==> config.mk <==
export PLATFORM = sky130hd
export DESIGN_NAME = alu8_flags
export DESIGN_NICKNAME = d
export VERILOG_FILES = /design/src/rtl/alu8_pkg.sv /design/src/rtl/alu8_addsub.sv /design/src/rtl/alu8_logic.sv /design/src/rtl/alu8_flagrules.sv /design/src/rtl/alu8_flags.sv
export SDC_FILE = /design/constraint.sdc
export NUM_CORES = 1
export LEC_CHECK = 0
export BUFFER_PORTS_ARGS = -buffer_cell sky130_fd_sc_hd__buf_2
export CORE_MARGIN = 2
export CORE_UTILIZATION = 43
export DETAILED_ROUTE_END_ITERATION = 8
export PLACE_DENSITY = 0.62
export SYNTH_ARGS = -nofsm -noshare
export SYNTH_HDL_FRONTEND = slang
export SYNTH_SLANG_ARGS = --single-unit
==> constraint.sdc <==
create_clock -name clk -period 7.2 [get_ports clk]
set_input_delay 1.08 -clock clk [delete_from_list [all_inputs] [get_ports clk]]
set_output_delay 1.08 -clock clk [all_outputs]
set_load 0.1 [all_outputs]
==> src/rtl/alu8_pkg.sv <==
package alu8_pkg;
  localparam int NFLAG = 6;
  localparam int F_C = 0;
  localparam int F_Z = 1;
  localparam int F_N = 2;
  localparam int F_V = 3;
  localparam int F_S = 4;
  localparam int F_H = 5;

  typedef enum logic [3:0] {
    OP_ADD  = 4'd0,
    OP_ADC  = 4'd1,
    OP_SUB  = 4'd2,
    OP_SBC  = 4'd3,
    OP_AND  = 4'd4,
    OP_OR   = 4'd5,
    OP_XOR  = 4'd6,
    OP_COM  = 4'd7,
    OP_NEG  = 4'd8,
    OP_INC  = 4'd9,
    OP_DEC  = 4'd10,
    OP_SET  = 4'd11,
    OP_CLRB = 4'd12,
    OP_SETB = 4'd13,
    OP_ADDW = 4'd14,
    OP_SUBW = 4'd15
  } op_t;
endpackage

==> src/rtl/alu8_addsub.sv <==
module alu8_addsub #(
  parameter int W = 8
) (
  input  logic [W-1:0] a,
  input  logic [W-1:0] b,
  input  logic         cin,
  input  logic         sub,
  output logic [W-1:0] sum,
  output logic         cout,
  output logic         hc,
  output logic         ovf
);
  localparam int HB = W / 2;

  logic [W:0]  full;
  logic [HB:0] half;

  always_comb begin
    if (sub) begin
      full = {1'b0, a} - {1'b0, b} - {{W{1'b0}}, cin};
      half = {1'b0, a[HB-1:0]} - {1'b0, b[HB-1:0]} - {{HB{1'b0}}, cin};
    end else begin
      full = {1'b0, a} + {1'b0, b} + {{W{1'b0}}, cin};
      half = {1'b0, a[HB-1:0]} + {1'b0, b[HB-1:0]} + {{HB{1'b0}}, cin};
    end
  end

  assign sum  = full[W-1:0];
  assign cout = full[W];
  assign hc   = half[HB];

  always_comb begin
    if (sub)
      ovf = (a[W-1] & ~b[W-1] & ~sum[W-1]) | (~a[W-1] & b[W-1] & sum[W-1]);
    else
      ovf = (a[W-1] == b[W-1]) && (sum[W-1] != a[W-1]);
  end
endmodule

==> src/rtl/alu8_logic.sv <==
module alu8_logic
  import alu8_pkg::*;
#(
  parameter int W = 8
) (
  input  op_t          op,
  input  logic [W-1:0] a,
  input  logic [W-1:0] b,
  input  logic [W-1:0] k,
  output logic [W-1:0] res
);
  always_comb begin
    case (op)
      OP_AND:  res = a & b;
      OP_OR:   res = a | b;
      OP_XOR:  res = a ^ b;
      OP_COM:  res = ~a;
      OP_CLRB: res = a & ~k;
      OP_SETB: res = a | k;
      default: res = '0;
    endcase
  end
endmodule

==> src/rtl/alu8_flagrules.sv <==
module alu8_flagrules
  import alu8_pkg::*;
#(
  parameter int W = 8
) (
  input  op_t              op,
  input  logic [W-1:0]     res,
  input  logic             cout,
  input  logic             hc,
  input  logic             ovf,
  input  logic             z_old,
  input  logic             lo_zero,
  output logic [NFLAG-1:0] new_f,
  output logic [NFLAG-1:0] mask
);
  localparam logic [NFLAG-1:0] M_ALL   = '1;
  localparam logic [NFLAG-1:0] M_LOGIC = (1 << F_Z) | (1 << F_N) | (1 << F_V) | (1 << F_S);
  localparam logic [NFLAG-1:0] M_WORD  = M_LOGIC | (1 << F_C);

  logic zero, fn, fz, fc, fv, fh;

  assign zero = (res == '0);
  assign fn   = res[W-1];

  always_comb begin
    fz   = zero;
    fc   = cout;
    fv   = ovf;
    fh   = hc;
    mask = '0;
    case (op)
      OP_ADD, OP_ADC, OP_SUB, OP_NEG: mask = M_ALL;
      OP_SBC: begin
        fz   = zero & z_old;
        mask = M_ALL;
      end
      OP_AND, OP_OR, OP_XOR, OP_CLRB, OP_SETB: begin
        fv   = 1'b0;
        mask = M_LOGIC;
      end
      OP_COM: begin
        fc   = 1'b1;
        fv   = 1'b0;
        mask = M_WORD;
      end
      OP_INC, OP_DEC: mask = M_LOGIC;
      OP_ADDW, OP_SUBW: begin
        fz   = zero & lo_zero;
        mask = M_WORD;
      end
      default: mask = '0;
    endcase
  end

  always_comb begin
    new_f      = '0;
    new_f[F_C] = fc;
    new_f[F_Z] = fz;
    new_f[F_N] = fn;
    new_f[F_V] = fv;
    new_f[F_S] = fn ^ fv;
    new_f[F_H] = fh;
  end
endmodule

==> src/rtl/alu8_flags.sv <==
module alu8_flags
  import alu8_pkg::*;
#(
  parameter int W  = 8,
  parameter int KW = 6
) (
  input  logic             clk,
  input  logic             rst_n,
  input  logic             op_valid,
  output logic             op_ready,
  input  logic [3:0]       op_code,
  input  logic             use_imm,
  input  logic [W-1:0]     opd_a,
  input  logic [W-1:0]     opd_b,
  input  logic [W-1:0]     imm,
  input  logic             carry_in,
  output logic             out_valid,
  output logic [W-1:0]     res_lo,
  output logic [W-1:0]     res_hi,
  output logic [NFLAG-1:0] flags
);
  op_t              op_in, op_eff;
  logic             busy_q, fire, is_word_in, is_arith, flag_upd;
  logic [W-1:0]     bsel, kext, logic_res, byte_res, cur_res;
  logic [W-1:0]     core_a, core_b, core_sum;
  logic             core_cin, core_sub, core_cout, core_hc, core_ovf;
  logic [W-1:0]     lo_q, hi_q, res_lo_q, res_hi_q;
  logic             carry_q, sub_q, out_valid_q;
  logic [NFLAG-1:0] flags_q, new_f, mask;

  assign op_in      = op_t'(op_code);
  assign op_ready   = ~busy_q;
  assign fire       = op_valid & op_ready;
  assign is_word_in = (op_in == OP_ADDW) || (op_in == OP_SUBW);
  assign bsel       = use_imm ? imm : opd_b;
  assign kext       = {{(W-KW){1'b0}}, imm[KW-1:0]};
  assign op_eff     = busy_q ? (sub_q ? OP_SUBW : OP_ADDW) : op_in;

  // operand steering onto the shared adder
  always_comb begin
    core_a   = opd_a;
    core_b   = bsel;
    core_cin = 1'b0;
    core_sub = 1'b0;
    if (busy_q) begin
      core_a   = hi_q;
      core_b   = '0;
      core_cin = carry_q;
      core_sub = sub_q;
    end else begin
      case (op_in)
        OP_ADC:  core_cin = carry_in;
        OP_SUB:  core_sub = 1'b1;
        OP_SBC: begin
          core_sub = 1'b1;
          core_cin = carry_in;
        end
        OP_NEG: begin
          core_a   = '0;
          core_b   = opd_a;
          core_sub = 1'b1;
        end
        OP_INC:  core_b = {{(W-1){1'b0}}, 1'b1};
        OP_DEC: begin
          core_b   = {{(W-1){1'b0}}, 1'b1};
          core_sub = 1'b1;
        end
        OP_ADDW: core_b = kext;
        OP_SUBW: begin
          core_b   = kext;
          core_sub = 1'b1;
        end
        default: ;
      endcase
    end
  end

  alu8_addsub #(.W(W)) u_core (
    .a(core_a), .b(core_b), .cin(core_cin), .sub(core_sub),
    .sum(core_sum), .cout(core_cout), .hc(core_hc), .ovf(core_ovf)
  );

  alu8_logic #(.W(W)) u_logic (
    .op(op_in), .a(opd_a), .b(bsel), .k(imm), .res(logic_res)
  );

  always_comb begin
    case (op_in)
      OP_ADD, OP_ADC, OP_SUB, OP_SBC, OP_NEG, OP_INC, OP_DEC: is_arith = 1'b1;
      default: is_arith = 1'b0;
    endcase
  end

  assign byte_res = (op_in == OP_SET) ? {W{1'b1}} : (is_arith ? core_sum : logic_res);
  assign cur_res  = busy_q ? core_sum : byte_res;

  alu8_flagrules #(.W(W)) u_rules (
    .op(op_eff), .res(cur_res), .cout(core_cout), .hc(core_hc), .ovf(core_ovf),
    .z_old(flags_q[F_Z]), .lo_zero(lo_q == '0), .new_f(new_f), .mask(mask)
  );

  assign flag_upd = (fire & ~is_word_in) | busy_q;

  for (genvar g = 0; g < NFLAG; g++) begin : g_flag
    always_ff @(posedge clk) begin
      if (!rst_n)
        flags_q[g] <= 1'b0;
      else if (flag_upd && mask[g])
        flags_q[g] <= new_f[g];
    end
  end

  always_ff @(posedge clk) begin
    if (!rst_n) begin
      busy_q      <= 1'b0;
      out_valid_q <= 1'b0;
      res_lo_q    <= '0;
      res_hi_q    <= '0;
      lo_q        <= '0;
      hi_q        <= '0;
      carry_q     <= 1'b0;
      sub_q       <= 1'b0;
    end else begin
      out_valid_q <= 1'b0;
      if (busy_q) begin
        res_lo_q    <= lo_q;
        res_hi_q    <= core_sum;
        out_valid_q <= 1'b1;
        busy_q      <= 1'b0;
      end else if (fire) begin
        if (is_word_in) begin
          lo_q    <= core_sum;
          carry_q <= core_cout;
          hi_q    <= opd_b;
          sub_q   <= (op_in == OP_SUBW);
          busy_q  <= 1'b1;
        end else begin
          res_lo_q    <= byte_res;
          res_hi_q    <= '0;
          out_valid_q <= 1'b1;
        end
      end
    end
  end

  assign out_valid = out_valid_q;
  assign res_lo    = res_lo_q;
  assign res_hi    = res_hi_q;
  assign flags     = flags_q;

  a_r9_set_keeps_flags: assert property (@(posedge clk) disable iff (!rst_n)
    (fire && op_in == OP_SET) |=> (flags_q == $past(flags_q)));

  a_r5_logic_keeps_ch: assert property (@(posedge clk) disable iff (!rst_n)
    (fire && (op_in == OP_AND || op_in == OP_OR || op_in == OP_XOR))
      |=> ($stable(flags_q[F_C]) && $stable(flags_q[F_H])));

  a_r8_incdec_keeps_c: assert property (@(posedge clk) disable iff (!rst_n)
    (fire && (op_in == OP_INC || op_in == OP_DEC)) |=> $stable(flags_q[F_C]));

  a_r4_sbc_z_no_rise: assert property (@(posedge clk) disable iff (!rst_n)
    (fire && op_in == OP_SBC) |=> !$rose(flags_q[F_Z]));

  a_r10_sign_rule: assert property (@(posedge clk) disable iff (!rst_n)
    flags_q[F_S] == (flags_q[F_N] ^ flags_q[F_V]));

  a_r12_word_stall: assert property (@(posedge clk) disable iff (!rst_n)
    (fire && is_word_in) |=> (!op_ready && !out_valid));

  a_r13_byte_result: assert property (@(posedge clk) disable iff (!rst_n)
    (fire && !is_word_in) |=> (out_valid && res_hi == '0));
endmodule

======== After elaboration in Yosys (flattened, before gate mapping) ========
Index checks and enable logic that the tools add are counted.
storage, ports and cells
  bits in registers ....................... 42
  latch bits .............................. 0
  bits in writable memories ............... 0
  ROM bits ................................ 0
  input port bits ......................... 33
  output and inout bits ................... 24
  logic and storage cells ................. 138
  memories ................................ 0
operators by class
  add/subtract/negate cells ............... 8
  $mul .................................... 0
  div/mod/pow operators ................... 0
  order comparisons ....................... 0
  equal/unequal tests ..................... 32
  shifts and indexed selects .............. 0
  mux-type cells .......................... 33
  bitwise logic cells ..................... 25
  reduce and logical (&&, ||, !) cells .... 26
operator list
  operator                                                                number
  8-bit 2-to-1 mux                                                        13
  4-bit equality test (second input constant)                             15
  8-bit case mux with 6 select lines                                      1
  4-bit by 3-bit equality test with 1-bit output (second input constant)  8
  8-bit case mux with 3 select lines                                      1
  6-bit case mux with 3 select lines                                      1
  8-bit bitwise AND                                                       2
  4-bit by 2-bit equality test with 1-bit output (second input constant)  4
  8-bit zero test                                                         2
  8-bit NOT                                                               2
  8-bit bitwise OR                                                        2
  7-bit OR reduction                                                      2
  1-bit 2-to-1 mux                                                        13
  5-bit OR reduction                                                      2
  8-bit by 8-bit adder with 9-bit output                                  1
  9-bit by 1-bit adder with 9-bit output                                  1
  9-bit 2-to-1 mux                                                        1
  8-bit by 8-bit subtractor with 9-bit output                             1
  9-bit by 1-bit subtractor with 9-bit output                             1
  1-bit bitwise AND                                                       8
  4-bit by 1-bit equality test with 1-bit output (second input constant)  2
  4-bit zero test                                                         2
  2-bit OR reduction                                                      4
  8-bit bitwise XOR                                                       1
  other kinds (20)                                                        34

======== Longest topological paths before layout ========
  depth after elaboration ................. 13
  gate-level depth with buffers ........... 19

======== Hierarchy ========
A second synthesis with hierarchy kept.
unflattened totals
  cell total of the unflattened synthesis .. 557
  area total of the unflattened synthesis .. 4211.5 um2
modules (own cells, without submodules)
  module          times used  cells an instance  area an instance (um2)
  alu8_flags      1           322                2560.0
  alu8_addsub     1           137                993.5
  alu8_logic      1           73                 491.7
  alu8_flagrules  1           25                 166.4

======== Worst setup path after synthesis ========
Ideal clock, no wire load.
  path type ............................... input-to-reg
  start point ............................. in op_code[0]
  end point ............................... reg flags_q[1], in the netlist flags[1]
  library setup time ...................... 116 ps
  data arrival time ....................... 4294 ps
  data required time ...................... 7084 ps
  path slack .............................. 2789 ps
  cell stages on the path ................. 17
  path buffers ............................ 2
  cells stage by stage .................... buf_6 > clkbuf_1 > nor2b_1 > nand2_1 > o211ai_1 > a32oi_1 > or2_2 > fa_1 > fa_1 > nand3b_1 > nand2_1 > xnor2_1 > mux2i_1 > nand2_1 > a41oi_1 > nor4_1 > a41o_1
on the way
  cells in the longest elaborated chain, start to end .. 13
  elaborated cells between the ends (all ways) .. 69
  those cells by class .................... add/sub: 4; eq/ne: 29; mux: 17; bitwise: 5; reduce/logical: 14
ends and longest elaborated chain
  what                                                                                                   RTL line                                              text
  from (decl)                                                                                            alu8_flags.sv:11                                      input logic [3:0] op_code,
  4-bit equality test, on equally long branches                                                          alu8_flags.sv:34, alu8_flags.sv:51, alu8_flags.sv:88
  2-bit OR reduction (no source line)                                                                    n/a
  8-bit case mux with 3 select lines                                                                     alu8_flags.sv:51                                      case (op_in)
  8-bit 2-to-1 mux                                                                                       alu8_flags.sv:45                                      if (busy_q) begin
  8-bit by 8-bit adder with 9-bit output or 8-bit by 8-bit subtractor with 9-bit output (tied branches)  alu8_addsub.sv:23, alu8_addsub.sv:20
  9-bit by 1-bit adder with 9-bit output or 9-bit by 1-bit subtractor with 9-bit output (tied branches)  alu8_addsub.sv:23, alu8_addsub.sv:20
  9-bit 2-to-1 mux                                                                                       alu8_addsub.sv:19                                     if (sub) begin
  8-bit 2-to-1 mux (2 in series)                                                                         alu8_flags.sv:94                                      assign byte_res = (op_in == OP_SET) ? {W{1'b1}} : (is_arith ? core_sum : logic_res);
  8-bit 2-to-1 mux                                                                                       alu8_flags.sv:95                                      assign cur_res = busy_q ? core_sum : byte_res;
  8-bit zero test                                                                                        alu8_flagrules.sv:22                                  assign zero = (res == '0);
  1-bit bitwise AND, on equally long branches                                                            alu8_flagrules.sv:48, alu8_flagrules.sv:34
  1-bit case mux with 2 select lines                                                                     alu8_flagrules.sv:31                                  case (op)
  to (signal, indexed assignment)                                                                        alu8_flags.sv:109                                     flags_q[g] <= new_f[g];
  to (decl)                                                                                              alu8_flags.sv:29                                      logic [NFLAG-1:0] flags_q, new_f, mask;
Several ways; a longest one is shown, not always the timed one.
A chain may end at the register's enable or synchronous reset.

======== Final worst setup path ========
  start point ............................. in op_code[2]
  end point ............................... reg flags_q[1], in the netlist flags[1]
The elaborated chain is that of the path after synthesis.

==> results.cfg <==
[job]
cap_viol_max_count = 0

[worst_setup_path]
reg2reg_from = busy_q
r2r_slack_ns = 2.92
cp.arrival_ns = 5.44
reg2reg_to = flags[1]
required_ns = 7.41
setup.worst_path.class = primary input to register
worstSetupStartpointType = primary input
crit_fanout = 26
endpoint_kind = register
reg2reg_depth = 13

[finish]
fin_cells = 648
syn_to_final_growth_pct = 10.2
fill_cells = 881
diodes = 0
fin_nets = 596
final_layout_size_suffix_gt1_share_pct = 18.1

[synth]
ys_top_cells_by_area = dfxtp_1, nand2_1, ha_1, nor2_1, a21oi_1
synth.net_count = 562
synthMuxAreaShare_pct = 4.59
syn_area_um2 = 3760
synth_top_area_share_pct = 22.3
async_reset_ff_share_pct = 0
yosys_warnings = 0
synthFlopType = dfxtp_1
yosysUniqueCellTypes = 74
synth_top_area_cell = dfxtp_1
synth_adder_area_share_pct = 8.77
synth.avg_cell_area_um2 = 7.46
synth_compound_gate_area_share_pct = 28.9
ys_seq_area_share_pct = 22.3
synth_edf_count = 0
synthSimpleGateAreaFrac_pct = 25.5
synth_xor_area_share_pct = 3.72
synth_top_family_by_area = compound AO/OA/AOI/OAI gates
syn_inst = 505
ys_seq_elements = 42

[placement]
place_congestion = 0.942
hpwl_um = 8910
numPortBuffers = 56
dp.cells = 640

[global_route]
grt_first_pass_wirelength_um = 19300
grt_use_total_pct = 25.0
grt_pass1_vias = 3676
grt_max_degree = 46
grt_overflow = 0
antenna_found_initial = 0

[routing]
wl_per_cell_um = 18.5
dr.pass1.iters = 5
finalWirelength_um = 12000
vias = 3915
routed-wl-met3_um = 774
drtAntennaViolNets = 0
drc = 0
topRoutingLayerUsed = met4
drtIter0Drc = 315
met2_wirelength_um = 5600
m1WireLength_um = 5290
via_per_inst = 6.04

[pwr]
power_leakage_nw = 1.74
p_per_area_nw_per_um2 = 195
irDropWorstVdd_mv = 0.0788
pwr-share-clk_pct = 21.2
internal_power_w = 0.000438
p_sw_w = 0.000370
comb_power_share_pct = 47.8
switching_share_pct = 45.8
pwr-share-seq_pct = 31.0

[min_path]
min_to = res_hi[3]
hold_class = register to register
hold_start = res_hi[3]
holdPathStages = 2

[timing]
min_period_over_period_pct = 72.6
hold_viol_final = 0
setup_viol = 0
relSlewSlack_pct = 41.4
rsz0062_at_grt = no
layout_min_cycle_time_ns = 5.23
max_freq_ghz = 0.191
tightest_slew_ns = 0.879
slew_viol_final = 0
fin_skew_ns = 0.0104
tns_ns = 0

[status]
status = finished clean

[clocking]
post_cts_resized = 0
cts_inserted_buffers = 5
hold_buffers = 0
clockRootBuffer = clkbuf_8
cts_setup_buffers = 0
clk_pin_slew_ns = 0.10
cts.path.max_buffers = 2
clock_latency_ns = 0.31
clock_sinks = 42
cts_tree = built
h-tree-depth = 2

[die]
die_area_um2 = 9520
die_h_um = 97.6
die_w_um = 97.6
std_cell_rows = 34
start_util_pct = 43.8
coreArea_um2 = 8590
io_pins = 57
==> logic make-up (layout without fill, tap and decap cells) <==
family / Yosys count / count (layout)
simple gates: 201 / 201
compound gates: 150 / 150
buf+inv: 56 / 91
flops: 42 / 42
fa+ha+maj: 24 / 24
xor+xnor: 16 / 16
mux: 16 / 16
==> cells in the mapped netlist, drive strengths merged, types with 2 or more instances <==
cell and number:
nand2 67, nor2 62, dfxtp 42, a21oi 41, inv 24, o21ai 22, ha 20, clkbuf 18
nor3 17, buf 13, a22oi 12, a211oi 11, nand3 11, mux2 10, xnor2 10, a311oi 9
o211ai 8, and2 7, and3 7, a22o 6, a32o 6, mux2i 6, nor4 6, xor2 6
or2 5, fa 4, nand2b 4, nor3b 4, o21a 4, a31oi 3, o31ai 3, or3 3
a211o 2, a221oi 2, a32oi 2, nand4b 2, nor2b 2, o2111ai 2, o22ai 2, o311ai 2
==> metal layers <==
| metal | vias up | global-route usage (%) |
|---|---|---|
| li1 | 1891 | - |
| met4 | 0 | 6.52 |
| met5 | - | 0 |
| met3 | 26 | 3.45 |
| met1 | 1823 | 33.7 |
| met2 | 175 | 42.1 |
==> placed cells by master (no fill, tap or decap), types with 11 or more instances in the layout <==
cell type / netlist / routed
a211oi_1: 11 / 11
a21oi_1: 40 / 40
a22oi_1: 11 / 11
buf_2: 6 / 56
dfxtp_1: 42 / 42
ha_1: 20 / 20
inv_1: 24 / 24
nand2_1: 67 / 67
nand3_1: 11 / 11
nor2_1: 60 / 60
nor3_1: 16 / 16
o21ai_0: 20 / 20
==> worst max path at each step <==
stage | from | cells past startpoint | endpoint
finish | op_code[2] | 15 | flags[1]
global route | op_code[2] | 15 | flags[1]
CTS | op_code[2] | 15 | flags[1]
detailed placement | op_code[2] | 15 | flags[1]
global placement | op_code[2] | 15 | flags[1]
floorplan | op_code[0] | 17 | flags[1]
==> worst max-delay path, stage by stage <==
cell	delay, ns
buf_2	0.44
inv_1	0.20
o211ai_1	0.57
a32oi_1	0.11
or2_2	0.33
fa_1	0.44
fa_1	0.40
nand3b_1	0.19
nand2_1	0.12
xnor2_1	0.09
mux2i_1	0.50
nand2_1	0.13
a41oi_1	0.40
nor4_1	0.15
a41o_1	0.26
==> power by group through the flow <==
stage / Combinational, W / Sequential [W] / Clock (W)
final: 0.000386 / 0.000250 / 0.000171
after global routing: 0.000419 / 0.000252 / 0.000184
after CTS: 0.000381 / 0.000250 / 0.000175
after detailed placement: 0.000380 / 0.000256 / 0
after global placement: 0.000376 / 0.000256 / 0
after floorplan: 0.000230 / 0.000317 / 0
==> cell type report <==
cell class / count / area (um^2) / area share, %
tap: 108 / 135 / 3.26
clock inverter: 3 / 23.8 / 0.573
sequential: 42 / 841 / 20.3
inverter: 25 / 93.8 / 2.26
multi-input combinational: 407 / 2690 / 64.9
timing repair buffer: 58 / 295 / 7.12
clock buffer: 5 / 68.8 / 1.66
==> per-stage QoR <==
| step | power [W] | instance area (um^2) | setup WS (ns) | util (%) | hold WS [ns] |
|---|---|---|---|---|---|
| 6_report | 0.000808 | 4150 | 1.97 | 48.3 | 0.453 |
| 3_3_place_gp | 0.000632 | 4060 | 1.79 | 47.2 | 0.438 |
| 3_5_place_dp | 0.000636 | 4060 | 1.80 | 47.2 | 0.443 |
| 2_1_floorplan | 0.000547 | 3760 | 2.79 | - | 0.437 |
| 5_1_grt | 0.000855 | 4150 | 1.73 | 48.3 | 0.475 |
| 4_1_cts | 0.000807 | 4150 | 2.11 | 48.3 | 0.457 |
==> sequential cells by signal (all words and copies together) (netlist names) <==
signal and cells:
res_hi 8, hi_q 8, sub_q 1, lo_q 8, busy_q 1, flags 6, res_lo 8, carry_q 1
out_valid 1
Power figures use the tool's default switching activity.
